## config.mk

```make
export PLATFORM = sky130hd
export DESIGN_NAME = hpd_pulse_classifier
export DESIGN_NICKNAME = d
export VERILOG_FILES = /design/src/rtl/hpdc_pkg.sv /design/src/rtl/hpdc_sync.sv /design/src/rtl/hpdc_run_timer.sv /design/src/rtl/hpdc_fsm.sv /design/src/rtl/hpd_pulse_classifier.sv
export SDC_FILE = /design/constraint.sdc
export NUM_CORES = 1
export LEC_CHECK = 0
export BUFFER_PORTS_ARGS = -buffer_cell sky130_fd_sc_hd__buf_2
export CORE_UTILIZATION = 51
export DETAILED_ROUTE_END_ITERATION = 8
export GPL_TIMING_DRIVEN = 1
export HOLD_SLACK_MARGIN = 0.06
export PLACE_DENSITY = 0.74
export SETUP_SLACK_MARGIN = 0.05
export SYNTH_ARGS = -nofsm -noshare
export SYNTH_HDL_FRONTEND = slang
export SYNTH_SLANG_ARGS = --single-unit
export TNS_END_PERCENT = 100
```

## constraint.sdc

```tcl
create_clock -name clk -period 2.3 [get_ports clk]
set_input_delay 0.345 -clock clk [delete_from_list [all_inputs] [get_ports clk]]
set_output_delay 0.345 -clock clk [all_outputs]
set_load 0.01 [all_outputs]
```

## src/rtl/hpdc_pkg.sv

```systemverilog
package hpdc_pkg;

    typedef enum logic [1:0] {
        ST_DETACHED    = 2'd0,
        ST_ARMING      = 2'd1,
        ST_ATTACHED    = 2'd2,
        ST_LOW_MEASURE = 2'd3
    } hpd_state_t;

endpackage

```

## src/rtl/hpdc_sync.sv

```systemverilog
module hpdc_sync #(
    parameter int STAGES = 2
) (
    input  logic clk,
    input  logic rst,
    input  logic din,
    output logic dout
);

    logic [STAGES-1:0] chain;

    always_ff @(posedge clk) begin
        if (rst) begin
            chain <= '0;
        end else begin
            chain <= {chain[STAGES-2:0], din};
        end
    end

    assign dout = chain[STAGES-1];

endmodule

```

## src/rtl/hpdc_run_timer.sv

```systemverilog
module hpdc_run_timer #(
    parameter int GLITCH_CYC = 25000,
    parameter int UNPLUG_CYC = 200000,
    parameter int CNT_W      = 18
) (
    input  logic             clk,
    input  logic             rst,
    input  logic             load_one,
    input  logic             advance,
    input  logic             clear,
    output logic [CNT_W-1:0] count,
    output logic             arm_done,
    output logic             unplug_due,
    output logic             long_enough
);

    localparam logic [CNT_W-1:0] ARM_LAST    = CNT_W'(GLITCH_CYC - 1);
    localparam logic [CNT_W-1:0] UNPLUG_LAST = CNT_W'(UNPLUG_CYC - 1);
    localparam logic [CNT_W-1:0] LONG_MIN    = CNT_W'(GLITCH_CYC);
    localparam logic [CNT_W-1:0] SAT_VALUE   = CNT_W'(UNPLUG_CYC);

    // Counts samples of the current run; the first sample loads one.
    always_ff @(posedge clk) begin
        if (rst) begin
            count <= '0;
        end else if (load_one) begin
            count <= CNT_W'(1);
        end else if (clear) begin
            count <= '0;
        end else if (advance && (count < SAT_VALUE)) begin
            count <= count + CNT_W'(1);
        end
    end

    assign arm_done    = (count == ARM_LAST);
    assign unplug_due  = (count == UNPLUG_LAST);
    assign long_enough = (count >= LONG_MIN);

endmodule

```

## src/rtl/hpdc_fsm.sv

```systemverilog
module hpdc_fsm
    import hpdc_pkg::*;
(
    input  logic       clk,
    input  logic       rst,
    input  logic       lvl,
    input  logic       arm_done,
    input  logic       unplug_due,
    input  logic       long_enough,
    output logic       load_one,
    output logic       advance,
    output logic       clear,
    output hpd_state_t state,
    output logic       connected,
    output logic       irq_pulse,
    output logic       plug_pulse,
    output logic       unplug_pulse
);

    hpd_state_t state_nxt;
    logic       irq_nxt;
    logic       plug_nxt;
    logic       unplug_nxt;
    logic       conn_nxt;

    always_comb begin
        state_nxt  = state;
        load_one   = 1'b0;
        advance    = 1'b0;
        clear      = 1'b0;
        irq_nxt    = 1'b0;
        plug_nxt   = 1'b0;
        unplug_nxt = 1'b0;
        unique case (state)
            ST_DETACHED: begin
                if (lvl) begin
                    state_nxt = ST_ARMING;
                    load_one  = 1'b1;
                end
            end
            ST_ARMING: begin
                if (!lvl) begin
                    state_nxt = ST_DETACHED;
                    clear     = 1'b1;
                end else if (arm_done) begin
                    state_nxt = ST_ATTACHED;
                    plug_nxt  = 1'b1;
                    clear     = 1'b1;
                end else begin
                    advance = 1'b1;
                end
            end
            ST_ATTACHED: begin
                if (!lvl) begin
                    state_nxt = ST_LOW_MEASURE;
                    load_one  = 1'b1;
                end
            end
            ST_LOW_MEASURE: begin
                if (lvl) begin
                    state_nxt = ST_ATTACHED;
                    irq_nxt   = long_enough;
                    clear     = 1'b1;
                end else if (unplug_due) begin
                    state_nxt  = ST_DETACHED;
                    unplug_nxt = 1'b1;
                    clear      = 1'b1;
                end else begin
                    advance = 1'b1;
                end
            end
            default: begin
                state_nxt = ST_DETACHED;
                clear     = 1'b1;
            end
        endcase
        conn_nxt = (state_nxt == ST_ATTACHED) || (state_nxt == ST_LOW_MEASURE);
    end

    // State register
    always_ff @(posedge clk) begin
        if (rst) begin
            state <= ST_DETACHED;
        end else begin
            state <= state_nxt;
        end
    end

    // Output register
    always_ff @(posedge clk) begin
        if (rst) begin
            connected    <= 1'b0;
            irq_pulse    <= 1'b0;
            plug_pulse   <= 1'b0;
            unplug_pulse <= 1'b0;
        end else begin
            connected    <= conn_nxt;
            irq_pulse    <= irq_nxt;
            plug_pulse   <= plug_nxt;
            unplug_pulse <= unplug_nxt;
        end
    end

endmodule

```

## src/rtl/hpd_pulse_classifier.sv

```systemverilog
module hpd_pulse_classifier
    import hpdc_pkg::*;
#(
    parameter int GLITCH_CYC  = 25000,
    parameter int UNPLUG_CYC  = 200000,
    parameter int SYNC_STAGES = 2
) (
    input  logic clk,
    input  logic rst,
    input  logic hpd_raw,
    output logic connected,
    output logic irq_pulse,
    output logic plug_pulse,
    output logic unplug_pulse
);

    localparam int CNT_W = $clog2(UNPLUG_CYC + 1);

    logic             hpd_lvl;
    logic             load_one;
    logic             advance;
    logic             clear;
    logic [CNT_W-1:0] run_count;
    logic             arm_done;
    logic             unplug_due;
    logic             long_enough;
    hpd_state_t       state;

    hpdc_sync #(
        .STAGES(SYNC_STAGES)
    ) u_sync (
        .clk (clk),
        .rst (rst),
        .din (hpd_raw),
        .dout(hpd_lvl)
    );

    hpdc_run_timer #(
        .GLITCH_CYC(GLITCH_CYC),
        .UNPLUG_CYC(UNPLUG_CYC),
        .CNT_W     (CNT_W)
    ) u_timer (
        .clk        (clk),
        .rst        (rst),
        .load_one   (load_one),
        .advance    (advance),
        .clear      (clear),
        .count      (run_count),
        .arm_done   (arm_done),
        .unplug_due (unplug_due),
        .long_enough(long_enough)
    );

    hpdc_fsm u_fsm (
        .clk         (clk),
        .rst         (rst),
        .lvl         (hpd_lvl),
        .arm_done    (arm_done),
        .unplug_due  (unplug_due),
        .long_enough (long_enough),
        .load_one    (load_one),
        .advance     (advance),
        .clear       (clear),
        .state       (state),
        .connected   (connected),
        .irq_pulse   (irq_pulse),
        .plug_pulse  (plug_pulse),
        .unplug_pulse(unplug_pulse)
    );

endmodule

```

==> flow_summary_export.csv, run 1 <==
group,metric,value,unit
status,outcome,"completed",
floorplan,num_io_pins,7,
global_route,grt_pass1_vias,1153,
routing,drc,0,
yosys,synth.most_common_cell,"dfxtp_1",
floorplan,core_area,0.00252,sq mm
pwr,p_leak,0.511,nW
yosys,yosysTopAreaCell,"dfxtp_1",
sta,period_share,92.7,%
setup_path,worstReg2RegStart,"u_timer.count[12]$_SDFFE_PP0P_",
placed_design,port_buffers,6,
yosys,synth_edf_count,0,
routing,vias_per_cell,6.32,
cells_and_area,antenna_cells,0,
yosys,synthCells,162,
clock_tree,clk_pin_slew,0.15,ns
sta,setup_tns,0,ns
pwr,power_density,469,mW/mm^2
setup_path,cp-start-kind,"flop",
global_route,grt-ovfl-total,0,
yosys,synth_nets,167,
placed_design,dp_cells,199,
routing,ant_nets,0,
worst_hold_path,worstHoldStart,"hpd_raw",
floorplan,initial_core_util,55.1,%
clock_tree,cts_tree,"yes",
floorplan,die_w,54.2,um
clock_tree,cts-root-buf,"clkbuf_4",
global_route,grt_max_degree,18,
global_route,grt_pass1_wl,5260,um
yosys,synth_top_flop_cell,"dfxtp_1",
clock_tree,clock_path_buffers,2,
routing,vias,1289,
pwr,switching_share,23.1,%
yosys,ys_seq_area_share,37.4,%
setup_path,rr_worst_depth,6,
floorplan,die-area,0.00294,sq mm
routing,dr.pass1.iters,4,
flow_run,max_cap_violations,0,
placed_design,place_ws,0.148,ns
yosys,synth-seq-cells,26,
setup_path,worst-path-max-fanout,16,
pwr,power_frac_comb,4.9,%
setup_path,crit_type,"reg -> reg",
setup_path,cp_data_required_time,2.57,ns
yosys,yosysUniqueCellTypes,43,
sta,finClkSkew,0.0117,ns
sta,finalHoldViolCount,0,
pwr,ir_drop,0.388,mV
worst_hold_path,whs_endpoint,"u_sync.chain[0]$_SDFF_PP0_",
placed_design,placed_cell_area,0.00149,sq mm
sta,grt_setup_unrepaired,"no",
cells_and_area,area_growth,13.0,%
placed_design,place_hpwl,2220,um
cells_and_area,post-route-cell-area,0.00157,sq mm
clock_tree,numCtsBuffers,3,
worst_hold_path,hold_class,"in -> reg",
global_route,antenna_found_initial,0,
routing,drt_iter0_markers,33,
clock_tree,clock-sinks,26,
setup_path,endpoint_kind,"flop",
yosys,yosys-top-cells-count,"dfxtp_1, nor2_1, a21oi_1, nand2_1, o21ai_0",
sta,maxSlewViolCount,0,
sta,finalCriticalPeriod,2.13,ns
cells_and_area,drive_above_1_share,17.2,%
sta,relSlewSlack,70.1,%
floorplan,dieHeight,54.2,um
clock_tree,h-tree-depth,1,
routing,wl_per_cell,15.5,um
pwr,power.internal,0.000567,W
cells_and_area,fin_cells,204,
setup_path,reg2reg_slack,0.17,ns
sta,fmax,469,MHz
clock_tree,hold_buffers,0,
yosys,avgSynthCellArea,8.58,sq um
yosys,synth_top_area_share,37.4,%
yosys,asyncSetResetFlopFracSynth,0,%
clock_tree,worstSkewPairLatency,0.34,ns
sta,setup_viol,0,
global_route,global_route.usage.total,24.8,%
yosys,netlist_area,0.00139,sq mm
pwr,pwr-share-seq,62.3,%
setup_path,critPathArrivalTime,2.41,ns
pwr,p_clk_share,32.8,%
floorplan,std_cell_rows,18,
pwr,netSwitchingPower,0.000170,W
placed_design,gp_congestion,0.921,
routing,routed_wirelength,3170,um
yosys,ys_warn_count,0,
sta,setup_slack,0.167,ns
cells_and_area,fin_util,62.3,%
setup_path,r2r-end,"u_timer.count[14]$_SDFFE_PP0P_",
yosys,synth_area_leaders,"dfxtp_1, a21oi_1, nor2_1",
sta,worst_pin_slew,0.445,ns
cells_and_area,final_nets,180,
worst_hold_path,hold_depth,2,
[kinds of logic after synthesis]
kind of cell               Yosys count  synth area share, %
muxes                                2                 1.44
and+or+nand+nor                     73                 31.2
adders and majority gates            2                 1.80
buffers and inverters               10                 3.51
xor gates and xnor gates             8                 5.04
DFF                                 26                 37.4
AOI/OAI and AO/OA                   41                 19.5
[stage by stage]
stage	power (W)	hold slack (ns)
global route	0.000767	0.193
finish	0.000737	0.200
floorplan	0.000491	0.414
global placement	0.000502	0.420
detailed placement	0.000503	0.424
CTS	0.000742	0.193
[layer usage]
metal	part of all wire [%]	wire (um)	vias to the layer above	GRT usage (%)
li1	-	-	628	-
met1	48	1520	625	33.6
met2	47	1490	33	37.0
met3	4.5	144	3	8.76
met4	0.60	19	0	6.41
met5	0	0	-	0
[area by class of cell]
class	count	area, sq um
fill	234	952
multi-input combinational	126	858
sequential	26	524
timing repair buffer	13	95.1
tap	30	37.5
clock buffer	4	36.3
inverter	5	18.8
[repair_timing]
item,CTS,global route
buffers inserted,0,1
setup endpoints to repair,0,17
resized for setup,0,9
[registers in the layout, indices dropped and copies added (netlist names)]
signal,count
u_timer.count,18
u_fsm.irq_pulse,1
u_fsm.unplug_pulse,1
u_fsm.connected,1
u_sync.chain,2
u_fsm.state,2
u_fsm.plug_pulse,1
[cell usage in the layout, fill, tap and decap left out, types with 4 or more instances in the layout]
cell and count:
o31ai_1 4, xor2_1 5, nand2_1 12, buf_2 6
nor4_1 4, nand4_1 5, nor3_1 5, a21oi_1 11
or4_1 5, o211ai_1 5, dfxtp_1 23, nor2_1 16
or3_1 4, o21ai_0 7, nor2b_1 4, buf_4 6
inv_1 5
[power groups by stage]
| stage | Clock [W] | Sequential (W) | Combinational, W |
|---|---|---|---|
| floorplan | 0 | 0.000467 | 0.0000239 |
| global placement | 0 | 0.000468 | 0.0000341 |
| detailed placement | 0 | 0.000468 | 0.0000345 |
| CTS | 0.000249 | 0.000459 | 0.0000347 |
| global route | 0.000267 | 0.000460 | 0.0000394 |
| finish | 0.000242 | 0.000459 | 0.0000362 |
[worst max-delay path by stage]
stage | endpoint | cells past startpoint | startpoint | slack, ns
6_report | u_timer.count[14]$_SDFFE_PP0P_ | 6 | u_timer.count[12]$_SDFFE_PP0P_ | 0.17
5_1_grt | u_timer.count[14]$_SDFFE_PP0P_ | 6 | u_timer.count[12]$_SDFFE_PP0P_ | 0.06
4_1_cts | u_timer.count[14]$_SDFFE_PP0P_ | 9 | u_timer.count[0]$_SDFFE_PP0P_ | 0.12
3_5_place_dp | u_timer.count[1]$_SDFFE_PP0P_ | 7 | u_timer.count[0]$_SDFFE_PP0P_ | 0.15
3_3_place_gp | u_timer.count[1]$_SDFFE_PP0P_ | 7 | u_timer.count[0]$_SDFFE_PP0P_ | 0.14
2_1_floorplan | u_timer.count[10]$_SDFFE_PP0P_ | 9 | u_timer.count[0]$_SDFFE_PP0P_ | 0.32
[worst max-delay path, stage by stage (launching register included)]
cell and delay [ns]:
dfxtp_1 0.40, nor4_4 0.39, o21ai_1 0.20, nor2_4 0.24, o21ai_4 0.15, or4_1 0.53, a21oi_1 0.15
Power figures use the tool's default switching activity.
==> run 2, diff against run 1 <==
--- a/config.mk
+++ b/config.mk
@@ -11,6 +11,7 @@
 export GPL_TIMING_DRIVEN = 1
 export HOLD_SLACK_MARGIN = 0.06
 export PLACE_DENSITY = 0.74
+export RECOVER_POWER = 50
 export SETUP_SLACK_MARGIN = 0.05
 export SYNTH_ARGS = -nofsm -noshare
 export SYNTH_HDL_FRONTEND = slang
==> run 2 against run 1 <==
Against the previous run:
- register-to-register slack about the same
- power decreased by 0.41%
- final area decreased by 0.40%
- critical endpoint unchanged
==> flow_summary_export.csv, run 2 (synthesis results as in run 1) <==
group,metric,value,unit
placed_design,dp_cells,199,
routing,vias,1298,
cells_and_area,top_regs,"u_timer.count x18, u_fsm.state x2, u_sync.chain x2",
floorplan,die_w,54.2,um
clock_tree,clock-sinks,26,
cells_and_area,largest_register_ffs,18,
global_route,antenna_found_initial,0,
cells_and_area,layout.cells.most_common,"dfxtp_1",
floorplan,initial_core_util,55.1,%
setup_path,cp_data_required_time,2.58,ns
sta,relSlewSlack,69.3,%
worst_hold_path,hold_class,"in -> reg",
clock_tree,numCtsBuffers,3,
clock_tree,hold_buffers,0,
cells_and_area,drive_above_1_share,14.4,%
clock_tree,worstSkewPairLatency,0.34,ns
cells_and_area,antenna_cells,0,
global_route,grt_pass1_vias,1153,
sta,grt_setup_unrepaired,"no",
floorplan,std_cell_rows,18,
sta,period_share,92.5,%
pwr,ir_drop,0.386,mV
routing,drt_iter0_markers,33,
global_route,grt_max_degree,18,
cells_and_area,largest_register,"u_timer.count",
placed_design,port_buffers,6,
sta,maxSlewViolCount,0,
routing,ant_nets,0,
routing,vias_per_cell,6.36,
floorplan,num_io_pins,7,
cells_and_area,area_growth,12.5,%
clock_tree,cts_tree,"yes",
floorplan,dieHeight,54.2,um
routing,drc,0,
sta,fmax,470,MHz
setup_path,cp-start-kind,"flop",
global_route,grt-ovfl-total,0,
clock_tree,cts-root-buf,"clkbuf_4",
global_route,global_route.usage.total,24.8,%
sta,finalHoldViolCount,0,
floorplan,die-area,0.00294,sq mm
cells_and_area,fin_util,62.0,%
setup_path,critPathArrivalTime,2.40,ns
placed_design,place_hpwl,2220,um
sta,setup_tns,0,ns
cells_and_area,fin_cells,204,
pwr,p_leak,0.490,nW
global_route,grt_pass1_wl,5260,um
routing,wl_per_cell,15.5,um
cells_and_area,layout_common_cells,"dfxtp_1, nor2_1, nand2_1",
status,outcome,"completed",
placed_design,placed_cell_area,0.00149,sq mm
placed_design,gp_congestion,0.921,
sta,worst_pin_slew,0.457,ns
routing,dr.pass1.iters,4,
setup_path,endpoint_kind,"flop",
pwr,power_density,469,mW/mm^2
sta,setup_viol,0,
setup_path,crit_type,"reg -> reg",
sta,finClkSkew,0.00668,ns
clock_tree,clock_path_buffers,2,
flow_run,max_cap_violations,0,
clock_tree,clk_pin_slew,0.14,ns
cells_and_area,final_nets,180,
clock_tree,h-tree-depth,1,
cells_and_area,post-route-cell-area,0.00156,sq mm
setup_path,worst-path-max-fanout,16,
routing,routed_wirelength,3170,um
sta,finalCriticalPeriod,2.13,ns
cells_and_area,fill_cells,237,
floorplan,core_area,0.00252,sq mm
[run 2: repair_timing]
| item | CTS | global route |
|---|---|---|
| buffers inserted | 0 | 1 |
| setup endpoints to repair | 0 | 17 |
| resized for setup | 0 | 9 |
[run 2: layout make-up]
cell class              instances  area (sq um)  share of cell area [%]
clock buffers                   4          36.3                    2.32
multi-input cells             126           858                    54.9
well taps                      30          37.5                    2.40
inverters                       5          18.8                    1.20
repair buffers                 13          88.8                    5.68
flip-flops and latches         26           524                    33.5
[run 2: final timing paths]
path / start / endpoint / slack (ns) / cells past startpoint
hold / removal: hpd_raw / u_sync.chain[0]$_SDFF_PP0_ / 0.20 / 2
hold reg to reg: u_sync.chain[0]$_SDFF_PP0_ / u_sync.chain[1]$_SDFF_PP0_ / 0.46 / 1
setup / recovery: u_timer.count[12]$_SDFFE_PP0P_ / u_timer.count[14]$_SDFFE_PP0P_ / 0.17 / 6
setup reg to reg: u_timer.count[12]$_SDFFE_PP0P_ / u_timer.count[14]$_SDFFE_PP0P_ / 0.17 / 6
[run 2: stage by stage]
step	hold WS [ns]	setup WS, ns	power [W]
CTS	0.193	0.121	0.000742
finish	0.204	0.172	0.000734
global placement	0.420	0.135	0.000502
global route	0.193	0.0641	0.000766
detailed placement	0.424	0.148	0.000503
floorplan	0.414	0.324	0.000491
[run 2: critical path: stages (launching register included)]
cell and delay [ns]:
dfxtp_1 0.40, nor4_4 0.39, o21ai_1 0.20, nor2_4 0.24, o21ai_4 0.16, or4_1 0.53, a21oi_1 0.15
[run 2: power breakdown]
part           switching [W]  total [W]  internal, W
logic              0.0000206  0.0000359    0.0000153
clock network       0.000142   0.000239    0.0000972
registers         0.00000490   0.000459     0.000454
total               0.000167   0.000734     0.000567
[run 2: metal layers]
layer / global-route usage (%) / vias to the layer above / routed length [um]
met4: 6.41 / 0 / 19
met3: 8.76 / 3 / 189
met5: 0 / - / 0
met1: 33.6 / 633 / 1480
li1: - / 630 / -
met2: 37.0 / 32 / 1480
